==> src/rtl/trapcfg_pkg.sv <==
// Package: shared outcome encoding and constants for the trap-configuration
// register access gate. Assumes one request per cycle at most.
package trapcfg_pkg;
    // One-hot outcome codes; bit positions are part of the port contract.
    typedef enum logic [4:0] {
        OC_NONE   = 5'b00000,
        OC_UNDEF  = 5'b00001,
        OC_TRAP2  = 5'b00010,
        OC_TRAP3  = 5'b00100,
        OC_REDIR  = 5'b01000,
        OC_DIRECT = 5'b10000
    } outcome_e;

    localparam int          EC_W         = 8;
    localparam int          OFF_W        = 12;
    localparam logic [7:0]  EC_SYSREG    = 8'h18;
    localparam logic [11:0] REDIR_OFFSET = 12'h2C8;
endpackage

==> src/rtl/trapcfg_decide.sv <==
// Module: access decision. Maps request context to one outcome code.
// Assumes inputs are stable for the cycle; purely combinational.
// EARLY_LOCK selects whether the debug-lock test leads the level-2 chain.
module trapcfg_decide
    import trapcfg_pkg::*;
#(
    parameter bit EARLY_LOCK = 1'b0
) (
    input  logic       req_valid,
    input  logic [1:0] priv_lvl,
    input  logic       hyp_en,
    input  logic       nv_bit,
    input  logic       nv2_bit,
    input  logic       top_present,
    input  logic       fgt_en,
    input  logic       halted,
    input  logic       sdd,
    output outcome_e   oc
);
    logic     top_block;
    logic     dbg_lock;
    outcome_e lvl1_oc;
    outcome_e lvl2_oc;

    assign top_block = top_present && !fgt_en;
    assign dbg_lock  = halted && sdd;

    // Level-1 chain: redirect, then hypervisor trap, else undefined.
    always_comb begin
        if (hyp_en && nv_bit && nv2_bit)
            lvl1_oc = OC_REDIR;
        else if (hyp_en && nv_bit)
            lvl1_oc = OC_TRAP2;
        else
            lvl1_oc = OC_UNDEF;
    end

    // Level-2 chain; the ordering variant is picked by parameter.
    generate
        if (EARLY_LOCK) begin : g_early
            always_comb begin
                if (dbg_lock && top_block)
                    lvl2_oc = OC_UNDEF;
                else if (top_block)
                    lvl2_oc = OC_TRAP3;
                else
                    lvl2_oc = OC_DIRECT;
            end
        end else begin : g_late
            always_comb begin
                if (top_block)
                    lvl2_oc = dbg_lock ? OC_UNDEF : OC_TRAP3;
                else
                    lvl2_oc = OC_DIRECT;
            end
        end
    endgenerate

    // Final selection by privilege level.
    always_comb begin
        if (!req_valid) begin
            oc = OC_NONE;
        end else begin
            unique case (priv_lvl)
                2'd0:    oc = OC_UNDEF;
                2'd1:    oc = lvl1_oc;
                2'd2:    oc = lvl2_oc;
                default: oc = OC_DIRECT;
            endcase
        end
    end
endmodule

==> src/rtl/trapcfg_result_fmt.sv <==
// Module: side-band formatter. Produces the exception class and redirect
// offset from the outcome code; each is zero unless its outcome is active.
module trapcfg_result_fmt
    import trapcfg_pkg::*;
#(
    parameter logic [EC_W-1:0]  EC_VALUE  = EC_SYSREG,
    parameter logic [OFF_W-1:0] OFF_VALUE = REDIR_OFFSET
) (
    input  outcome_e          oc,
    output logic [EC_W-1:0]   exc_class,
    output logic [OFF_W-1:0]  mem_offset
);
    // Exception class only on either trap outcome.
    always_comb begin
        exc_class = (oc == OC_TRAP2 || oc == OC_TRAP3) ? EC_VALUE : '0;
    end

    // Offset only on memory redirect.
    always_comb begin
        mem_offset = (oc == OC_REDIR) ? OFF_VALUE : '0;
    end
endmodule

==> src/rtl/trapcfg_store.sv <==
// Module: register storage with reserved-bit masking. Only bits set in
// KEEP_MASK are stored; others are held at zero. Synchronous active-low reset.
module trapcfg_store #(
    parameter int           W         = 64,
    parameter logic [W-1:0] KEEP_MASK = 64'h5
) (
    input  logic         clk,
    input  logic         rst_n,
    input  logic         wr_en,
    input  logic [W-1:0] wdata,
    output logic [W-1:0] value
);
    logic [W-1:0] reg_q;

    // Capture masked write data on an accepted write.
    always_ff @(posedge clk) begin
        if (!rst_n)
            reg_q <= '0;
        else if (wr_en)
            reg_q <= wdata & KEEP_MASK;
    end

    assign value = reg_q;
endmodule

==> src/rtl/trapcfg_access_gate.sv <==
// Module: top of the register access gate. Decides the outcome of each
// request, formats side-band fields, and owns the register. Assumes at most
// one request per cycle; writes commit on the next clock edge.
module trapcfg_access_gate
    import trapcfg_pkg::*;
#(
    parameter int           REG_W      = 64,
    parameter logic [REG_W-1:0] KEEP_MASK = 64'h5,
    parameter bit           EARLY_LOCK = 1'b0
) (
    input  logic             clk,
    input  logic             rst_n,
    input  logic             req_valid,
    input  logic             req_write,
    input  logic [1:0]       priv_lvl,
    input  logic             hyp_en,
    input  logic             nv_bit,
    input  logic             nv2_bit,
    input  logic             top_present,
    input  logic             fgt_en,
    input  logic             halted,
    input  logic             sdd,
    input  logic [REG_W-1:0] wdata,
    output logic [4:0]       outcome,
    output logic [EC_W-1:0]  exc_class,
    output logic [OFF_W-1:0] mem_offset,
    output logic [REG_W-1:0] rdata
);
    outcome_e         oc;
    logic             is_direct;
    logic             wr_en;
    logic [REG_W-1:0] stored_q;

    trapcfg_decide #(.EARLY_LOCK(EARLY_LOCK)) u_decide (
        .req_valid   (req_valid),
        .priv_lvl    (priv_lvl),
        .hyp_en      (hyp_en),
        .nv_bit      (nv_bit),
        .nv2_bit     (nv2_bit),
        .top_present (top_present),
        .fgt_en      (fgt_en),
        .halted      (halted),
        .sdd         (sdd),
        .oc          (oc)
    );

    trapcfg_result_fmt u_fmt (
        .oc         (oc),
        .exc_class  (exc_class),
        .mem_offset (mem_offset)
    );

    assign is_direct = (oc == OC_DIRECT);
    assign wr_en     = is_direct && req_write;

    trapcfg_store #(.W(REG_W), .KEEP_MASK(KEEP_MASK)) u_store (
        .clk   (clk),
        .rst_n (rst_n),
        .wr_en (wr_en),
        .wdata (wdata),
        .value (stored_q)
    );

    // Present the register only on a direct-access read.
    always_comb begin
        rdata = (is_direct && !req_write) ? stored_q : '0;
    end

    assign outcome = oc;
endmodule

==> config.mk <==
export PLATFORM = sky130hd
export DESIGN_NAME = trapcfg_access_gate
export DESIGN_NICKNAME = d
export VERILOG_FILES = /design/src/rtl/trapcfg_pkg.sv /design/src/rtl/trapcfg_decide.sv /design/src/rtl/trapcfg_result_fmt.sv /design/src/rtl/trapcfg_store.sv /design/src/rtl/trapcfg_access_gate.sv
export SDC_FILE = /design/constraint.sdc
export NUM_CORES = 1
export LEC_CHECK = 0
export CAP_MARGIN = 0
export CORE_MARGIN = 2
export CORE_UTILIZATION = 31
export CTS_BUF_LIST = sky130_fd_sc_hd__clkbuf_8 sky130_fd_sc_hd__clkbuf_16
export DETAILED_ROUTE_END_ITERATION = 8
export PLACE_DENSITY_LB_ADDON = 0.08
export SLEW_MARGIN = 20
export SYNTH_ARGS = -nofsm -noshare
export SYNTH_HDL_FRONTEND = slang
export SYNTH_HIERARCHICAL = 1
export SYNTH_SLANG_ARGS = --single-unit
==> constraint.sdc <==
create_clock -name clk -period 4.25 [get_ports clk]
set_clock_uncertainty 0.1 [all_clocks]
set_input_delay 1.275 -clock clk [delete_from_list [all_inputs] [get_ports clk]]
set_output_delay 1.275 -clock clk [all_outputs]
set_load 0.01 [all_outputs]
After elaboration in Yosys (flattened, before gate mapping)
Cells that the tools add are included.

Bits in registers: 2. Bits of input ports: 77. Output and inout bits: 89.

Eq/ne operators: 6. Mux-type cells: 9. Reduce and logical (&&, ||, !) cells: 10.

Operator list (count): 5-bit two-way mux (4); 5-bit one-hot mux with 3 select lines (1); 10-bit two-way mux (1); 1-bit logical AND (6); 3-bit two-way mux (2); 5-bit by 2-bit equality test with 1-bit output, second input constant (1); 5-bit by 3-bit equality test with 1-bit output, second input constant (1); 5-bit by 4-bit equality test with 1-bit output, second input constant (1); 5-bit equality test, second input constant (1); 2-bit by 1-bit equality test with 1-bit output, second input constant (1); 2-bit equality test, second input constant (1); 1-bit logical NOT (2); 2-bit logical NOT (1); 2-bit two-way mux (1); 1-bit logical OR (1).

Depth between registers and ports, before layout
Gate-level depths: netlist of the first run.

Depth after elaboration: 8. Gate-level depth with buffers: 7. Mapped depth without buffers: 6.

Cells and area by module
Netlist of the first run, hierarchy kept.

Modules (own cells, without submodules): trapcfg_access_gate (instances 1, cells an instance 87, area each 888.4 µm², seq. area each 0.0 µm²); trapcfg_store (instances 1, cells an instance 69, area each 541.8 µm², seq. area each 40.0 µm²); trapcfg_result_fmt (instances 1, cells an instance 23, area each 172.7 µm², seq. area each 0.0 µm²); trapcfg_decide (instances 1, cells an instance 10, area each 77.6 µm², seq. area each 0.0 µm²).

Worst setup path before layout of the first run
OpenSTA, ideal clock, no wires.

Path kind: input -> output. Start point: input priv_lvl[0]. End point: output rdata[0]. Arrival time: 3003 ps. Required time: 2875 ps. Setup slack: -128 ps. Stages: 5. Path buffers: 1. Path through: or3b_1 > nor3b_1 > nor2_1 > clkbuf_1 > and4bb_2.

Cells in the longest elaborated chain, start to end: 6. Elaborated cells on any way between the ends: 8.

Ends and longest elaborated chain: from (decl) (line trapcfg_access_gate.sv:15) `input logic [1:0] priv_lvl,`; 2-bit equality test, or another cell as far along (line trapcfg_decide.sv:64) `unique case (priv_lvl)`; 5-bit one-hot mux with 3 select lines (*) (line trapcfg_decide.sv:64); 5-bit two-way mux (*) (line trapcfg_decide.sv:61) `if (!req_valid) begin`; via outcome[2] (line trapcfg_access_gate.sv:24) `output logic [4:0] outcome,`; 5-bit equality test (*) (line trapcfg_access_gate.sv:53) `assign is_direct = (oc == OC_DIRECT);`; 1-bit logical AND (*) (line trapcfg_access_gate.sv:66) `rdata = (is_direct && !req_write) ? stored_q : '0;`; 3-bit two-way mux (*) (line trapcfg_access_gate.sv:66); to (decl) (line trapcfg_access_gate.sv:27) `output logic [REG_W-1:0] rdata`.

The timed path passes the listed nets; every way through them passes the cells marked *.

Worst setup path after layout of the first run
Start point: input nv_bit. End point: output rdata[2].

Cells in the longest elaborated chain, start to end: 8. Elaborated cells on any way between the ends: 9.

Ends and longest elaborated chain: from (decl) (line trapcfg_access_gate.sv:17) `input logic nv_bit,`; 1-bit logical AND (*) (line trapcfg_decide.sv:30, trapcfg_decide.sv:32); 2-bit two-way mux / 1-bit logical AND (equally long branches) (line trapcfg_decide.sv:32, trapcfg_decide.sv:30); 5-bit two-way mux (*) (line trapcfg_decide.sv:30) `if (hyp_en && nv_bit && nv2_bit)`; 5-bit one-hot mux with 3 select lines (*) (line trapcfg_decide.sv:64); 5-bit two-way mux (*) (line trapcfg_decide.sv:61); 5-bit equality test (*) (line trapcfg_access_gate.sv:53); 1-bit logical AND (*) (line trapcfg_access_gate.sv:66); 3-bit two-way mux (*) (line trapcfg_access_gate.sv:66).

Mark *: on every way between the ends. The rest lies on a longest branch, timed or not.

==> metrics.cfg, run 1 <==
[run_status]
status = completed

[grt]
grt_usage_pct = 11.1
grt_pass1_wl_mm = 5.60
antenna_found_initial = 0
grt_start_max_net_pins = 48
grt_overflow = 0
grt_pass1_vias = 1071

[floorplan]
start_util_pct = 32.5
fp.dieH_um = 77.6
rows = 26
dieArea_mm2 = 0.00603
boundaryPins = 166
die_w_um = 77.6
core_area_mm2 = 0.00517

[worst_setup_path]
cp.arrival_ps = 2840
r2r_start = u_store/value[0]$_SDFFE_PN0P_
crit_type = primary input to output pin
crit_path_start = nv_bit
cp.required_ps = 2870
startpoint_type = primary input
end_kind = output pin
crit_fanout = 3

[route]
drt-total-wl_mm = 3.57
detail_route.wl_per_cell_um = 12.7
drc_errors = 0
drt-pass1-iter-count = 3
vias = 1181
vias_per_cell = 4.19
ant_nets = 0
drtIter0Drc = 24

[cells_and_area]
num-fill-cells = 548
post-route-util_pct = 35.8
layout-drive-gt1-share_pct = 43.9
final_cells = 282
syn2layout_area_growth_pct = 10.2
nNetsFinal = 291
multi_input_area_mm2 = 0.00130
largest_register_ffs = 2
diodes = 0
regArea_um2 = 40.0

[placement]
routabilityCongestion = 0.692
place_inst = 275
port_buffers = 27
dp_slack_ps = -683
hpwlAfterDp_mm = 2.51

[clock_tree]
cts_root_buffer = clkbuf_8
ctsHoldBuffers = 0
numClockSinks = 2
clkLatencyLatePin_ps = 210
path_clk_slew_ps = 30
htreeDepth = 1
cts_buffers = 3
cts_tree = done
clockBufferDepth = 2

[synth]
avgSynthCellArea_um2 = 8.89
ys_types = 22
ys_ff_latch = 2
ys_seq_area_share_pct = 2.38
syn_area_mm2 = 0.00168
synthCells = 189
synth.yosys.warnings = 6

[power]
totalPowerFinal_mw = 0.201
p_per_area_mw_per_mm2 = 109
vdd_ir_drop_max_mv = 0.0682
leakagePower_nw = 0.890

[timing]
setup_slack_ps = 39.6
hold-worst-slack_ps = 433
slew_headroom_pct = 61.2
finalSetupViolations = 0
slew_violations = 0
fin_crit_ps = 4210
worst_pin_slew_ps = 574
post-route-period-util_pct = 99.1
finalHoldViolations = 0
max_freq_mhz = 238
rsz0062_at_grt = no

[min_path]
hp-class = register to register
worstHoldStart = u_store/value[0]$_SDFFE_PN0P_

[run]
cap_violations = 0

[where the power goes]
part	switching [mW]	internal [mW]
clock	0.0147	0.0599
sequential	0.000289	0.0195
combinational	0.0549	0.0520
[stage by stage]
step / setup TNS, ps / instance area [um2]
2_1_floorplan: 0 / 1960
3_3_place_gp: -5760 / 1730
3_5_place_dp: -5780 / 1730
4_1_cts: 0 / 1850
5_1_grt: 0 / 1850
6_report: 0 / 1850
[cell usage in the layout, fill, tap and decap left out, types with 2 or more instances in the layout]
| master | synthesis | layout |
|---|---|---|
| dfxtp_1 | 2 | 2 |
| or3b_4 | 0 | 2 |
| nor2b_1 | 3 | 2 |
| nor3b_4 | 0 | 2 |
| dlymetal6s2s_1 | 0 | 3 |
| clkdlybuf4s50_1 | 0 | 9 |
| conb_1 | 2 | 76 |
| mux2i_1 | 2 | 2 |
| buf_2 | 0 | 7 |
| nand2_2 | 0 | 2 |
| buf_4 | 80 | 17 |
| dlygate4sd2_1 | 0 | 6 |
| nor4bb_1 | 14 | 14 |
| clkbuf_8 | 0 | 3 |
| and4bb_2 | 50 | 50 |
| buf_6 | 3 | 3 |
[timing repair]
action	CTS	global route
resized for setup	55	6
pin swaps	7	5
endpoints found under the hold margin	0	0
setup buffers	5	0
setup endpoints to repair	12	6
[worst paths after layout]
path / slack, ps / end / depth (start not counted)
min reg2reg: 430 / u_store/value[0]$_SDFFE_PN0P_ / 2
max reg2reg: 3520 / u_store/value[0]$_SDFFE_PN0P_ / 2
max: 40 / rdata[2] / 6
min: 430 / u_store/value[0]$_SDFFE_PN0P_ / 2
[layout make-up]
type,count,share of cell area [%]
Tap cell,70,4.73
Timing Repair Buffer,46,20.9
Clock buffer,3,2.23
Multi-Input combinational cell,161,70.0
Sequential cell,2,2.16
[cells by family (layout without fill, tap and decap cells)]
| logic type | after synthesis | in the layout | synth area share (%) |
|---|---|---|---|
| XOR/XNOR | 1 | 1 | 0.521 |
| buffers and inverters | 100 | 49 | 41.8 |
| AND/OR/NAND/NOR | 81 | 81 | 52.7 |
| flip-flops | 2 | 2 | 2.38 |
| AO/OA/AOI/OAI | 1 | 1 | 0.968 |
| other | 2 | 76 | 0.447 |
| multiplexers | 2 | 2 | 1.19 |
[routing by layer]
layer | share of wire (%) | wire (um) | up-vias | global-route usage [%]
met5 | 0 | 0 | - | 0
met4 | 0 | 0 | 0 | 2.14
met3 | 10 | 367 | 0 | 3.72
met2 | 50 | 1790 | 60 | 19.7
met1 | 40 | 1420 | 537 | 12.9
li1 | - | - | 584 | -
[synth_stat cells]
master / number / area, um2
and4bb_2: 50 / 626
xnor2_1: 1 / 8.76
nor2b_1: 3 / 18.8
buf_4: 80 / 601
nor4_2: 1 / 12.5
or3b_1: 2 / 17.5
and4b_1: 1 / 10.0
conb_1: 2 / 7.51
nor4bb_1: 14 / 140
o32ai_2: 1 / 16.3
clkbuf_2: 3 / 15.0
nor3b_1: 2 / 15.0
nor2_1: 1 / 3.75
nor4_1: 1 / 6.26
dfxtp_1: 2 / 40.0
nor4b_1: 1 / 8.76
nand2b_1: 2 / 12.5
clkbuf_1: 14 / 52.6
mux2i_1: 2 / 20.0
buf_6: 3 / 33.8
and3_2: 1 / 7.51
nand2_1: 2 / 7.51
[worst max-delay path: stages]
cell and delay, ps:
clkdlybuf4s50_1 400, and3_4 190, nor3b_4 160, or3b_4 400, and4bb_2 310, buf_6 100
Power figures use the tool's default switching activity.
==> run 2: changes to the inputs <==
SKIP_CTS_REPAIR_TIMING = 1   (was default)
==> run 2 against run 1 <==
Effect of this change:
- non-clock buffer count grew 1
- critical path type unchanged
- sequential power is essentially flat
- worst setup slack gained 44 ps
==> metrics.cfg, run 2 (synthesized netlist as in run 1, its figures left out) <==
[run_status]
status = completed

[grt]
grt_pass1_vias = 1038  ; -3.1%
grt_usage_pct = 10.6  ; -0.51 points
grt_pass1_wl_mm = 5.34  ; -4.7%
grt_start_max_net_pins = 48  ; unchanged
antenna_found_initial = 0  ; unchanged
grt_overflow = 0  ; unchanged

[route]
drtIter0Drc = 14  ; -42%
detail_route.wl_per_cell_um = 12.6  ; -0.86%
vias_per_cell = 4.19  ; about the same
vias = 1186  ; +0.42%
ant_nets = 0  ; unchanged
drt-pass1-iter-count = 3  ; unchanged
drc_errors = 0  ; unchanged
drt-total-wl_mm = 3.55  ; -0.50%

[floorplan]
dieArea_mm2 = 0.00603  ; unchanged
start_util_pct = 32.5  ; unchanged
fp.dieH_um = 77.6  ; unchanged
core_area_mm2 = 0.00517  ; unchanged
rows = 26  ; unchanged
die_w_um = 77.6  ; unchanged
boundaryPins = 166  ; unchanged

[cells_and_area]
final_common_cell = conb_1
final_cell_mix = 76 x conb_1, 50 x and4bb_2, 17 x buf_4, 14 x nor4bb_1, 10 x dlymetal6s2s_1
num-fill-cells = 548  ; unchanged
layout-drive-gt1-share_pct = 43.7  ; -0.21 points
post-route-util_pct = 36.1  ; +0.27 points
fin_area_mm2 = 0.00187  ; +0.74%
syn2layout_area_growth_pct = 11.0
nNetsFinal = 292  ; +0.34%
diodes = 0  ; unchanged
largest_register_ffs = 2  ; unchanged

[worst_setup_path]
crit_top_cell = buf_6
crit_type = primary input to output pin
reg2reg_slack_ps = 3530  ; about the same
critPathTopFamily = buffers and inverters
cpMaxStageDelayCell = clkdlybuf4s50_1
crit_fanout = 4  ; +1
crit_cells = 8  ; +2
r2r_cells = 2  ; unchanged
cp.arrival_ps = 2790  ; -50 ps
endpoint = mem_offset[7]
r2r-end = u_store/value[0]$_SDFFE_PN0P_
cp_num_buf_inv = 5  ; +3
r2r_start = u_store/value[0]$_SDFFE_PN0P_
cp.required_ps = 2870  ; about the same
cp_slowest_stage_delay_ps = 410  ; about the same
worstPathCellList = clkdlybuf4s50_1, nand2_2, o32ai_4, buf_4, buf_6, buf_6, nor4_4, buf_2
crit_path_start = sdd
startpoint_type = primary input
end_kind = output pin

[placement]
routabilityCongestion = 0.692  ; unchanged
placed_area_mm2 = 0.00173  ; unchanged
port_buffers = 27  ; unchanged
hpwlAfterDp_mm = 2.51  ; unchanged

[timing]
worst_pin_slew_ps = 588  ; +13.7 ps
fin_crit_ps = 4170  ; -44.0 ps
finalHoldViolations = 0  ; unchanged
slew_headroom_pct = 60.3  ; -0.93 points
setup-tns-final_ps = 0  ; unchanged
finalSetupViolations = 0  ; unchanged
slew_violations = 0  ; unchanged
max_freq_mhz = 240  ; +1.1%
post-route-period-util_pct = 98.0  ; -1.0 points

[run]
cap_violations = 0  ; unchanged

[power]
totalPowerFinal_mw = 0.202  ; +0.30%
p_per_area_mw_per_mm2 = 108  ; -0.44%
leakagePower_nw = 0.924  ; +3.8%
vdd_ir_drop_max_mv = 0.0689  ; +1.0%

[min_path]
hp-class = register to register

[clock_tree]
clkLatencyLatePin_ps = 210  ; about the same
cts_tree = done
cts_buffers = 3  ; unchanged
path_clk_slew_ps = 30  ; about the same
clockBufferDepth = 2  ; unchanged
cts_root_buffer = clkbuf_8
numClockSinks = 2  ; unchanged
htreeDepth = 1  ; unchanged

[run 2: worst min-delay path by stage]
stage	from	endpoint	slack, ps	cells past startpoint
final	u_store/value[0]$_SDFFE_PN0P_	u_store/value[0]$_SDFFE_PN0P_	430	2
after global routing	u_store/value[2]$_SDFFE_PN0P_	u_store/value[2]$_SDFFE_PN0P_	480	2
after CTS	u_store/value[0]$_SDFFE_PN0P_	u_store/value[0]$_SDFFE_PN0P_	430	2
after detailed placement	u_store/value[2]$_SDFFE_PN0P_	u_store/value[2]$_SDFFE_PN0P_	410	2
after global placement	u_store/value[2]$_SDFFE_PN0P_	u_store/value[2]$_SDFFE_PN0P_	410	2
after floorplan	u_store/value[0]$_SDFFE_PN0P_	u_store/value[0]$_SDFFE_PN0P_	370	2
[run 2: report_power, final]
part	switching, mW	internal [mW]
Combinational	0.0544	0.0530
Clock	0.0148	0.0599
Sequential	0.000272	0.0195
Total	0.0695	0.132
[run 2: area by class of cell]
type	instances	area (um2)	area share, %
multi-input combinational	161	1280	68.6
timing repair buffer	47	417	22.3
tap	70	87.6	4.69
clock buffer	3	41.3	2.21
sequential	2	40.0	2.15
[run 2: metal layers]
layer	vias up	track usage, %	routed length, um
met3	0	3.84	370
met2	60	18.1	1790
li1	588	-	-
met4	0	2.14	0
met5	-	0	0
met1	538	12.7	1390
[run 2: metrics by stage]
step,instances,worst slack (ps),hold slack [ps]
after floorplan,263,10.6,374
after global routing,283,-12.0,484
after detailed placement,275,-683,413
after global placement,275,-662,408
final,283,83.5,432
after CTS,278,-702,425
[run 2: worst register-to-register path: stages, from the launching register on]
cell     delay (ps)
dfxtp_1         300
mux2i_1         150
nor2b_1          60
==> run 3: changes to the inputs <==
CORE_UTILIZATION = 33   (was 31)
SKIP_CTS_REPAIR_TIMING = default   (was 1)
clock period = 5.4 ns   (was 4.25 ns; I/O delays follow)
==> run 3 against run 2 <==
Effect of this change:
- final cell count shrank 2.8%
- cell area decreased by 4.4%
- die area is 5.8% lower
- register-to-register slack improved by 1200 ps
- clock power down 23%
- sequential power down 22%
- largest cell class unchanged
==> metrics.cfg, run 3 (synthesized netlist as in run 1, its figures left out) <==
[run_status]
status = completed

[route]
drt-pass1-iter-count = 2  ; -1
drc_errors = 0  ; unchanged
vias_per_cell = 4.11  ; -2.0%
detail_route.wl_per_cell_um = 11.8  ; -5.7%
ant_nets = 0  ; unchanged
drtIter0Drc = 33  ; +19
drt-total-wl_mm = 3.26  ; -8.3%
vias = 1129  ; -4.8%

[worst_setup_path]
cp.arrival_ps = 3580  ; +790 ps
startpoint_type = primary input
crit_fanout = 4  ; unchanged
crit_type = primary input to output pin
end_kind = output pin
cp.required_ps = 3680  ; +810 ps

[grt]
grt_pass1_vias = 941  ; -9.3%
grt_pass1_wl_mm = 4.71  ; -12%
grt_start_max_net_pins = 37  ; -23%
grt_usage_pct = 10.5  ; -0.097 points
grt_overflow = 0  ; unchanged
antenna_found_initial = 0  ; unchanged

[floorplan]
start_util_pct = 34.9  ; +2.4 points
boundaryPins = 166  ; unchanged
fp.dieH_um = 75.4  ; -2.9%
core_area_mm2 = 0.00482  ; -6.9%
dieArea_mm2 = 0.00568  ; -5.8%
die_w_um = 75.4  ; -2.9%
rows = 25  ; -3.8%

[cells_and_area]
final_cell_mix = 76 x conb_1, 50 x and4bb_2, 20 x clkdlybuf4s50_1, 15 x buf_4, 14 x nor4bb_1
post-route-util_pct = 37.0  ; +0.95 points
largest_register_ffs = 2  ; unchanged
final_common_cell = conb_1
diodes = 0  ; unchanged
layout-drive-gt1-share_pct = 36.5  ; -7.1 points
final_cells = 275  ; -2.8%
syn2layout_area_growth_pct = 6.11
nNetsFinal = 287  ; -1.7%

[timing]
post-route-period-util_pct = 98.2
slew_headroom_pct = 61.8  ; +1.5 points
finalSetupViolations = 0  ; unchanged
rsz0062_at_grt = no
finalHoldViolations = 0  ; unchanged
worst_pin_slew_ps = 565  ; -22.3 ps
slew_violations = 0  ; unchanged
setup-tns-final_ps = 0  ; unchanged
fin_crit_ps = 5300
max_freq_mhz = 189
setup_slack_ps = 98.8  ; +15.3 ps

[placement]
dp_slack_ps = -167  ; +517 ps
routabilityCongestion = 0.670  ; -3.2%
port_buffers = 27  ; unchanged
hpwlAfterDp_mm = 2.40  ; -4.3%
place_inst = 272  ; -1.1%

[clock_tree]
cts_buffers = 3  ; unchanged
numClockSinks = 2  ; unchanged
htreeDepth = 1  ; unchanged
clkLatencyLatePin_ps = 210  ; about the same
cts_tree = done
clockBufferDepth = 2  ; unchanged
cts_root_buffer = clkbuf_8
path_clk_slew_ps = 30  ; about the same

[power]
totalPowerFinal_mw = 0.151  ; -25%
p_per_area_mw_per_mm2 = 85.0  ; -22%
leakagePower_nw = 0.845  ; -8.6%
vdd_ir_drop_max_mv = 0.0935  ; +36%

[run]
cap_violations = 0  ; unchanged

[min_path]
hp-class = register to register

==> run 3: path summary, 6_finish.rpt <==
| kind | from | endpoint | slack, ps | cells after the start |
|---|---|---|---|---|
| max | priv_lvl[1] | mem_offset[7] | 100 | 9 |
| min | u_store/value[0]$_SDFFE_PN0P_ | u_store/value[0]$_SDFFE_PN0P_ | 410 | 2 |
| max reg2reg | u_store/value[0]$_SDFFE_PN0P_ | u_store/value[0]$_SDFFE_PN0P_ | 4710 | 2 |
| min reg2reg | u_store/value[0]$_SDFFE_PN0P_ | u_store/value[0]$_SDFFE_PN0P_ | 410 | 2 |
==> run 3: routing by layer <==
| metal | global-route usage [%] | vias up | part of all wire, % |
|---|---|---|---|
| met1 | 12.1 | 488 | 41 |
| li1 | - | 579 | - |
| met2 | 17.9 | 60 | 46 |
| met4 | 2.34 | 0 | 0.37 |
| met3 | 4.76 | 2 | 13 |
| met5 | 0 | - | 0 |
==> run 3: report_power, final <==
group	internal, mW	total (mW)	switching [mW]
registers	0.0153	0.0155	0.000184
clock network	0.0470	0.0578	0.0108
logic	0.0389	0.0781	0.0392
==> run 3: what timing repair did <==
item                                   CTS  global route
setup endpoints to repair                4             4
pin swaps                                0             1
endpoints found under the hold margin    0             0
setup buffers                            0             0
hold buffers                             0             0
resized for setup                        7             5
==> run 3: layout make-up <==
cell class                 count  area (um2)
fill                         528        3030
multi-input combinational    161        1230
timing repair buffer          42         385
tap                           67        83.8
clock buffer                   3        41.3
sequential                     2        40.0
==> run 3: per-stage QoR <==
stage / hold slack, ps / area, um2
after floorplan: 374 / 1960
after global placement: 404 / 1730
after detailed placement: 409 / 1730
after CTS: 422 / 1770
after global routing: 450 / 1780
final: 415 / 1780
==> run 3: critical path: stages <==
cell and delay, ps:
clkdlybuf4s50_1 430, nand2_1 140, buf_4 140, nor3b_1 40
buf_4 140, buf_4 130, nor4_1 250, buf_4 170
clkdlybuf4s50_1 520
